File: config.mk
export PLATFORM = sky130hd
export DESIGN_NAME = async_sram_bridge
export DESIGN_NICKNAME = d
export VERILOG_FILES = /design/src/rtl/sram_bridge_pkg.sv /design/src/rtl/sram_phase_seq.sv /design/src/rtl/sram_pin_decode.sv /design/src/rtl/sram_hold_regs.sv /design/src/rtl/async_sram_bridge.sv
export SDC_FILE = /design/constraint.sdc
export NUM_CORES = 1
export LEC_CHECK = 0
export ABC_AREA = 1
export CORE_MARGIN = 8
export CORE_UTILIZATION = 46
export DETAILED_ROUTE_END_ITERATION = 8
export HOLD_SLACK_MARGIN = 0.15
export PLACE_DENSITY = 0.85
export SLEW_MARGIN = 15
export SYNTH_ARGS = -nofsm -noshare
export SYNTH_HDL_FRONTEND = slang
export SYNTH_HIERARCHICAL = 1
export SYNTH_SLANG_ARGS = --single-unit
File: constraint.sdc
create_clock -name clk -period 3.3 [get_ports clk]
set_input_delay 0.66 -clock clk [delete_from_list [all_inputs] [get_ports clk]]
set_output_delay 0.66 -clock clk [all_outputs]
set_load 0.01 [all_outputs]
File: src/rtl/sram_bridge_pkg.sv
package sram_bridge_pkg;

  typedef enum logic [2:0] {
    PH_IDLE  = 3'd0,
    PH_TURN  = 3'd1,
    PH_READ  = 3'd2,
    PH_WSET  = 3'd3,
    PH_WPUL  = 3'd4,
    PH_WHOLD = 3'd5
  } phase_t;

  typedef struct packed {
    logic cs_n;
    logic oe_n;
    logic we_n;
    logic drive;
  } pins_t;

  // Number of whole clock cycles needed to cover an access time.
  function automatic int unsigned wait_cycles(input int unsigned acc_ps,
                                              input int unsigned clk_ps);
    int unsigned c;
    c = (acc_ps + clk_ps - 1) / clk_ps;
    return (c == 0) ? 1 : c;
  endfunction

  // Strobe pattern for each phase of the sequencer.
  function automatic pins_t phase_pins(input phase_t ph);
    pins_t p;
    p = '{cs_n: 1'b1, oe_n: 1'b1, we_n: 1'b1, drive: 1'b0};
    case (ph)
      PH_READ:  p = '{cs_n: 1'b0, oe_n: 1'b0, we_n: 1'b1, drive: 1'b0};
      PH_WSET:  p = '{cs_n: 1'b0, oe_n: 1'b1, we_n: 1'b1, drive: 1'b0};
      PH_WPUL:  p = '{cs_n: 1'b0, oe_n: 1'b1, we_n: 1'b0, drive: 1'b1};
      PH_WHOLD: p = '{cs_n: 1'b0, oe_n: 1'b1, we_n: 1'b1, drive: 1'b1};
      default:  p = '{cs_n: 1'b1, oe_n: 1'b1, we_n: 1'b1, drive: 1'b0};
    endcase
    return p;
  endfunction

endpackage

File: src/rtl/sram_phase_seq.sv
module sram_phase_seq
  import sram_bridge_pkg::*;
#(
  parameter int unsigned RD_WAIT  = 2,
  parameter int unsigned WR_PULSE = 2
) (
  input  logic   clk,
  input  logic   rst_n,
  input  logic   req,
  input  logic   wr,
  output phase_t phase,
  output logic   accept,
  output logic   rd_capture,
  output logic   busy,
  output logic   done
);
  localparam int unsigned LONGEST = (RD_WAIT > WR_PULSE) ? RD_WAIT : WR_PULSE;
  localparam int          CNT_W   = $clog2(LONGEST + 1);
  localparam logic [CNT_W-1:0] RD_LOAD = CNT_W'(RD_WAIT - 1);
  localparam logic [CNT_W-1:0] WR_LOAD = CNT_W'(WR_PULSE - 1);

  phase_t           ph_q;
  logic [CNT_W-1:0] cnt_q;
  logic             last_rd_q;
  logic             done_q;
  logic             cnt_zero;
  logic             wr_finish;

  assign cnt_zero   = (cnt_q == '0);
  assign accept     = (ph_q == PH_IDLE) && req;
  assign rd_capture = (ph_q == PH_READ) && cnt_zero;
  assign wr_finish  = (ph_q == PH_WHOLD);
  assign busy       = (ph_q != PH_IDLE);
  assign phase      = ph_q;
  assign done       = done_q;

  always_ff @(posedge clk) begin
    if (!rst_n) begin
      ph_q      <= PH_IDLE;
      cnt_q     <= '0;
      last_rd_q <= 1'b0;
      done_q    <= 1'b0;
    end else begin
      done_q <= rd_capture || wr_finish;
      case (ph_q)
        PH_IDLE: if (req) begin
          if (wr) begin
            ph_q      <= last_rd_q ? PH_TURN : PH_WSET;
            last_rd_q <= 1'b0;
          end else begin
            ph_q  <= PH_READ;
            cnt_q <= RD_LOAD;
          end
        end
        PH_TURN: ph_q <= PH_WSET;
        PH_WSET: begin
          ph_q  <= PH_WPUL;
          cnt_q <= WR_LOAD;
        end
        PH_WPUL: begin
          if (cnt_zero) ph_q <= PH_WHOLD;
          else          cnt_q <= cnt_q - 1'b1;
        end
        PH_WHOLD: ph_q <= PH_IDLE;
        PH_READ: begin
          if (cnt_zero) begin
            ph_q      <= PH_IDLE;
            last_rd_q <= 1'b1;
          end else begin
            cnt_q <= cnt_q - 1'b1;
          end
        end
        default: ph_q <= PH_IDLE;
      endcase
    end
  end

  // the completion pulse never lasts two cycles
  p_done_pulse_r8: assert property (@(posedge clk) disable iff (!rst_n)
    done_q |=> !done_q);

  // a request during a busy transfer is not accepted
  p_busy_ignore_r9: assert property (@(posedge clk) disable iff (!rst_n)
    (busy && req) |=> !$past(accept));

endmodule

File: src/rtl/sram_pin_decode.sv
module sram_pin_decode
  import sram_bridge_pkg::*;
(
  input  phase_t phase,
  output logic   cs_n,
  output logic   oe_n,
  output logic   we_n,
  output logic   drive
);
  pins_t p;
  always_comb p = phase_pins(phase);
  assign cs_n  = p.cs_n;
  assign oe_n  = p.oe_n;
  assign we_n  = p.we_n;
  assign drive = p.drive;
endmodule

File: src/rtl/sram_hold_regs.sv
module sram_hold_regs #(
  parameter int unsigned ADDR_W = 15,
  parameter int unsigned DATA_W = 8
) (
  input  logic              clk,
  input  logic              rst_n,
  input  logic              accept,
  input  logic [ADDR_W-1:0] addr_in,
  input  logic [DATA_W-1:0] wdata_in,
  input  logic              capture,
  input  logic [DATA_W-1:0] dq_in,
  output logic [ADDR_W-1:0] addr_q,
  output logic [DATA_W-1:0] wdata_q,
  output logic [DATA_W-1:0] rdata_q
);
  always_ff @(posedge clk) begin
    if (!rst_n) begin
      addr_q  <= '0;
      wdata_q <= '0;
      rdata_q <= '0;
    end else begin
      if (accept) begin
        addr_q  <= addr_in;
        wdata_q <= wdata_in;
      end
      if (capture) rdata_q <= dq_in;
    end
  end
endmodule

File: src/rtl/async_sram_bridge.sv
module async_sram_bridge
  import sram_bridge_pkg::*;
#(
  parameter int unsigned ADDR_W    = 15,
  parameter int unsigned DATA_W    = 8,
  parameter int unsigned CLK_PS    = 10000,
  parameter int unsigned ACCESS_PS = 12000,
  parameter int unsigned RD_WAIT   = wait_cycles(ACCESS_PS, CLK_PS),
  parameter int unsigned WR_PULSE  = 2
) (
  input  logic              clk,
  input  logic              rst_n,
  input  logic              host_req,
  input  logic              host_wr,
  input  logic [ADDR_W-1:0] host_addr,
  input  logic [DATA_W-1:0] host_wdata,
  output logic [DATA_W-1:0] host_rdata,
  output logic              host_done,
  output logic [ADDR_W-1:0] mem_addr,
  output logic              mem_cs_n,
  output logic              mem_oe_n,
  output logic              mem_we_n,
  output logic [DATA_W-1:0] mem_dq_out,
  output logic              mem_dq_oe,
  input  logic [DATA_W-1:0] mem_dq_in
);
  phase_t phase;
  logic   accept;
  logic   rd_capture;
  logic   busy;

  sram_phase_seq #(.RD_WAIT(RD_WAIT), .WR_PULSE(WR_PULSE)) u_seq (
    .clk(clk), .rst_n(rst_n), .req(host_req), .wr(host_wr),
    .phase(phase), .accept(accept), .rd_capture(rd_capture),
    .busy(busy), .done(host_done)
  );

  sram_pin_decode u_pins (
    .phase(phase), .cs_n(mem_cs_n), .oe_n(mem_oe_n),
    .we_n(mem_we_n), .drive(mem_dq_oe)
  );

  sram_hold_regs #(.ADDR_W(ADDR_W), .DATA_W(DATA_W)) u_regs (
    .clk(clk), .rst_n(rst_n), .accept(accept),
    .addr_in(host_addr), .wdata_in(host_wdata),
    .capture(rd_capture), .dq_in(mem_dq_in),
    .addr_q(mem_addr), .wdata_q(mem_dq_out), .rdata_q(host_rdata)
  );

  // deselected whenever the sequencer is not busy
  p_idle_deselect_r2: assert property (@(posedge clk) disable iff (!rst_n)
    !busy |-> mem_cs_n);

  // read data is taken only while the memory is driving
  p_capture_window_r3: assert property (@(posedge clk) disable iff (!rst_n)
    rd_capture |-> (!mem_cs_n && !mem_oe_n && mem_we_n));

  // output enable stays high while writing, with data driven
  p_write_strobes_r4: assert property (@(posedge clk) disable iff (!rst_n)
    !mem_we_n |-> (mem_oe_n && mem_dq_oe && !mem_cs_n));

  // driver only during the write pulse or one hold cycle after it
  p_drive_window_r5: assert property (@(posedge clk) disable iff (!rst_n)
    mem_dq_oe |-> (!mem_we_n || $past(!mem_we_n)));

  // never drive against an enabled memory output
  p_no_contention_r5: assert property (@(posedge clk) disable iff (!rst_n)
    mem_dq_oe |-> mem_oe_n);

  // no driving in the cycle after the memory output was enabled
  p_turnaround_r6: assert property (@(posedge clk) disable iff (!rst_n)
    $past(!mem_oe_n) |-> !mem_dq_oe);

  // address and write byte stable while the memory stays selected
  p_addr_stable_r7: assert property (@(posedge clk) disable iff (!rst_n)
    (!mem_cs_n && $past(!mem_cs_n)) |-> ($stable(mem_addr) && $stable(mem_dq_out)));

  // host read data changes only on a capture
  p_rdata_hold_r10: assert property (@(posedge clk) disable iff (!rst_n)
    !$past(rd_capture) |-> $stable(host_rdata));

endmodule

After elaboration in Yosys (flattened, before gate mapping)
Cells that the tools add are included.

cells by class
  $add $sub $neg = 1
  equal/unequal tests = 11
  mux-type cells = 15
  reductions and logical operators = 11

operators with widths
  operator                                                             number
  4-bit one-hot mux with 4 select lines                                1
  3-bit one-hot mux with 5 select lines                                1
  3-bit two-way mux                                                    4
  2-bit inequality test (second input constant)                        6
  2-bit two-way mux                                                    4
  4-bit AND reduction                                                  2
  3-bit by 2-bit == test with 1-bit output (second input constant)     2
  3-bit == test (second input constant)                                2
  2-bit one-hot mux with 3 select lines                                1
  3-bit by 1-bit == test with 1-bit output (second input constant)     1
  3-bit logical NOT                                                    1
  1-bit two-way mux                                                    3
  3-bit AND reduction                                                  1
  3-bit nonzero test                                                   1
  1-bit logical AND                                                    2
  2-bit logical NOT                                                    1
  1-bit one-hot mux with 2 select lines                                1
  2-bit nonzero test                                                   1
  2-bit OR reduction                                                   1
  2-bit by 1-bit subtractor with 2-bit output (second input constant)  1
  1-bit logical OR                                                     1

word-level totals
  bits in registers = 38
  input bits = 35
  output and inout bits = 36
  logic and storage cells = 45

Logic depth before layout (Yosys ltp)
  word-level depth = 4
  depth in mapped cells = 10
  depth with buffers taken out = 8

Cells and area by module
The synthesis kept the hierarchy.

by module, submodules not included
  module           times used  cells an instance  area an instance (sq um)  seq. area each (sq um)
  sram_hold_regs   1           196                1336.3                    620.6
  sram_phase_seq   1           60                 386.6                     140.1
  sram_pin_decode  1           6                  31.3                      0.0

Worst setup path after synthesis
Ideal clock, no wire load.

  path kind = register to register
  from = reg u_seq.ph_q[2], in the netlist u_seq/phase[2]
  to = reg u_regs.rdata_q[0]
  library setup time = 113 ps
  arrival = 1244 ps
  required time = 3187 ps
  setup slack = 1944 ps
  cell stages (with the launch flop) = 10
  path buffers = 2
  clock period less this slack = 1356 ps
  cells stage by stage = dfxtp_1 inv_1 nand3_1 inv_1 nand2_1 inv_1 buf_6 buf_6 nor2_1 nor2_1

on the way
  longest elaborated chain between the ends = 2

RTL lines
  what                                      RTL line                 RTL
  from (decl)                               sram_phase_seq.sv:22     phase_t ph_q;
  from (signal assigned)                    sram_phase_seq.sv:48     ph_q <= last_rd_q ? PH_TURN : PH_WSET;
  3-bit by 2-bit == test with 1-bit output  sram_phase_seq.sv:31     assign rd_capture = (ph_q == PH_READ) && cnt_zero;
  1-bit logical AND                         sram_phase_seq.sv:31
  net rd_capture                            async_sram_bridge.sv:29  logic rd_capture;
  to (signal assigned)                      sram_hold_regs.sv:26     if (capture) rdata_q <= dq_in;
  to (decl)                                 sram_hold_regs.sv:14     output logic [DATA_W-1:0] rdata_q

The timed path passes the listed nets, and every way through them passes these cells.
A chain may end at the register's enable or synchronous reset.

Worst setup path in the final report
  from = reg u_seq.ph_q[1], in the netlist u_seq/phase[1]
  to = out mem_cs_n

on the way
  longest elaborated chain between the ends = 2
  elaborated cells on any way between the ends = 5
  those cells by class = 4 x eq/ne; 1 x mux

RTL lines
  what                                                                              RTL line                 RTL
  3-bit == test / 3-bit by 2-bit == test with 1-bit output (equally long branches)  sram_bridge_pkg.sv:31    case (ph)
  4-bit one-hot mux with 4 select lines *                                           sram_bridge_pkg.sv:31
  to (decl)                                                                         async_sram_bridge.sv:20  output logic mem_cs_n,

Every way passes the cells marked *; elsewhere a longest branch is shown, timed or not.

==> summary.md <==
| Metric | Value |
|---|---|
| Fmax | `0.4534 GHz` |
| Post-CTS resize count | `0` |
| Endpoint, Worst Hold | `u_seq/last_rd_q$_SDFFE_PN0P_` |
| Worst Hold Depth | `2` |
| Starting Density | `47.92%` |
| Setup Buffers After CTS | `0` |
| Max FO, Critical Path | `11` |
| Outcome | `completed` |
| TritonCTS Buffers | `5` |
| Switching share of power | `37.22%` |
| PwrDens | `786.9 nW/µm²` |
| Mapped cell area | `1754 µm²` |
| P_sw | `735.8 µW` |
| Worst R2R End | `u_regs/addr_q[10]$_SDFFE_PN0P_` |
| Finished Core Util | `68.63%` |
| Launching point of the worst reg2reg path | `u_seq/phase[1]$_SDFFE_PN0P_` |
| Tightest Hold Check Type | `reg -> reg` |
| Core Footprint | `3661 µm²` |
| Initial DRC count | `81` |
| Layout area overhead | `43.22%` |
| Clk Latency, worst-skew pair | `0.28 ns` |
| Total global routing track utilization | `13.53%` |
| I/O pin cnt | `71` |
| First drt pass iteration count | `4` |
| Filler cells | `316` |
| Register area share after synthesis | `43.37%` |
| Syn_area_per_cell | `6.695 µm²` |
| IO Port Bufs | `70` |
| Register area | `760.7 µm²` |
| Post-CTS Hold Fix Bufs | `0` |
| Combinational share of power | `48.9%` |
| Worst Path Arrival | `1.55 ns` |
| Crit Path Class | `reg -> out` |
| Share of cells above drive strength 1 | `8.788%` |
| R2R setup slack | `1.43 ns` |
| Post-detailed-route count of antenna-violating nets | `0` |
| Die Y | `77.76 µm` |
| Most frequent cells in the layout | `nand2_1, clkdlybuf4s50_1, nor2_1, inv_1, dfxtp_1` |
| H-tree depth | `2` |
| Peak VDD IR | `0.4486 mV` |
| Vias in the first global route | `1,587` |
| # setup viols final | `0` |
| Fin Clk Skew | `0.004049 ns` |
| Sink Count | `38` |
| Crit end category | `output port` |
| Routed via count | `1,647` |
| Final Max Tran Viols | `0` |
| Int Power | `1.241 mW` |
| Commonest non-fill, non-tap cell in the layout | `nand2_1` |
| Via/cell ratio | `4.357` |
| RD Place Congestion | `0.8361` |
| First-pass GRT wire length | `6831 µm` |
| DIE WIDTH | `77.76 µm` |
| Final setup TNS | `0 ns` |
| Synth Warn # | `6` |
| Grt ovf | `0` |
| Finished Layout Cells | `378` |
| Syn_nets | `298` |
| CP required | `2.64 ns` |
| Final min period | `2.205 ns` |
| Largest net degree at the start of global routing | `47` |
| Power share of the clock group | `14.7%` |
| RSZ-0062 raised after global routing | `false` |
| Slew headroom | `39.52%` |
| Syn Inst Count | `262` |
| Post-Route WL | `4107 µm` |
| Number of max-cap violations | `0` |
| Diode count | `0` |
| Area of the multi-input gates | `745.7 µm²` |
| Sequential power share | `36.3%` |
| Final Hold Vio Count | `0` |
| Startpoint of the worst hold path | `u_seq/last_rd_q$_SDFFE_PN0P_` |
| Share of the clock period used by the worst path | `66.83%` |
| Startpoint Class | `flop` |
| CTS max path bufs | `2` |
| HPWL Detailed | `3052 µm` |
| Die Area | `6046 µm²` |
| Reg clk slew, reported paths | `0.07 ns` |
| Hold slack final | `0.4699 ns` |
| CTS tree | `done` |
| Dpl cells | `371` |
| R2R depth | `6` |
| Synth cell types | `19` |
| Tightest Pin Transition | `0.9051 ns` |
| # nets final | `366` |
| Clk Tree Root Cell | `clkbuf_8` |
| FP Rows | `22` |
| FF+latch count, synth | `38` |
| WL per Instance | `10.87 µm` |
| DRC violations left | `0` |
| Leak Pwr | `1.190 nW` |
| Initial antenna violation count | `0` |
[registers in the layout (all words and copies together), names as in the netlist]
register         cells
u_regs/addr_q       15
u_regs/rdata_q       8
u_regs/wdata_q       8
u_seq/phase          3
u_seq/cnt_q          2
u_seq/done           1
u_seq/last_rd_q      1
[power by group through the flow]
| stage | clock network (mW) | logic (mW) | registers [mW] |
|---|---|---|---|
| after floorplan | 0 | 0.545 | 0.784 |
| after global placement | 0 | 0.950 | 0.721 |
| after detailed placement | 0 | 0.972 | 0.725 |
| after CTS | 0.303 | 0.978 | 0.719 |
| after global routing | 0.321 | 1.08 | 0.741 |
| final | 0.291 | 0.968 | 0.718 |
[layout make-up]
type | instances | share of cell area [%]
Timing Repair Buffer | 71 | 28.19
Inverter | 43 | 6.424
Clock buffer | 7 | 3.038
Sequential cell | 38 | 30.28
Multi-Input combinational cell | 171 | 29.68
Tap cell | 48 | 2.390
[cell usage after synthesis]
| library cell | instances | area [µm²] |
|---|---|---|
| a211oi_1 | 1 | 7.510 |
| a21oi_1 | 4 | 20.02 |
| a21oi_2 | 1 | 8.760 |
| and3_2 | 1 | 7.510 |
| buf_2 | 3 | 15.01 |
| buf_6 | 7 | 78.83 |
| dfxtp_1 | 38 | 760.7 |
| ha_1 | 1 | 12.51 |
| inv_1 | 43 | 161.4 |
| nand2_1 | 79 | 296.5 |
| nand2_2 | 3 | 18.77 |
| nand3_1 | 3 | 15.01 |
| nand3b_1 | 1 | 7.510 |
| nor2_1 | 54 | 202.7 |
| nor2_2 | 17 | 106.4 |
| nor3_1 | 1 | 5.000 |
| o21ai_0 | 3 | 15.01 |
| or2_0 | 1 | 6.260 |
| xnor2_1 | 1 | 8.760 |
[cell families after synthesis]
logic type,count (synthesis),share of synthesized area (%)
buf+inv,53,14.55
fa+ha+maj,1,0.7132
compound gates,9,2.924
xor+xnor,1,0.4994
simple gates,160,37.95
flops,38,43.37
[worst max-delay path, cell delays in order (launching register included)]
cell and delay [ns]:
dfxtp_1 0.55, xnor2_1 0.16, clkdlybuf4s50_1 0.55
[stage by stage]
step	setup WS (ns)	power, mW	area, µm²
2_1_floorplan	1.944	1.329	1754
5_1_grt	1.006	2.138	2512
3_3_place_gp	1.036	1.670	2436
6_report	1.095	1.977	2512
3_5_place_dp	1.005	1.697	2436
4_1_cts	1.083	2.001	2512
[worst max-delay path by stage]
stage	from	endpoint
after detailed placement	host_req	u_regs/addr_q[10]$_SDFFE_PN0P_
after global placement	host_req	u_regs/addr_q[7]$_SDFFE_PN0P_
after floorplan	u_seq/phase[2]$_SDFFE_PN0P_	u_regs/rdata_q[0]$_SDFFE_PN0P_
after CTS	u_seq/phase[1]$_SDFFE_PN0P_	mem_cs_n
final	u_seq/phase[1]$_SDFFE_PN0P_	mem_cs_n
after global routing	u_seq/phase[1]$_SDFFE_PN0P_	mem_cs_n
[metal layers]
layer  part of all wire (%)  up-vias  routed length, µm  global-route usage (%)
li1                       -      888                  -                       -
met1                     41      698               1691                   13.83
met2                     48       54               1955                   23.31
met3                     10        7                416                   7.143
met4                    1.0        0                 43                   4.151
met5                      0        -                  0                       0
No activity file was read; power rests on OpenSTA's default activity.
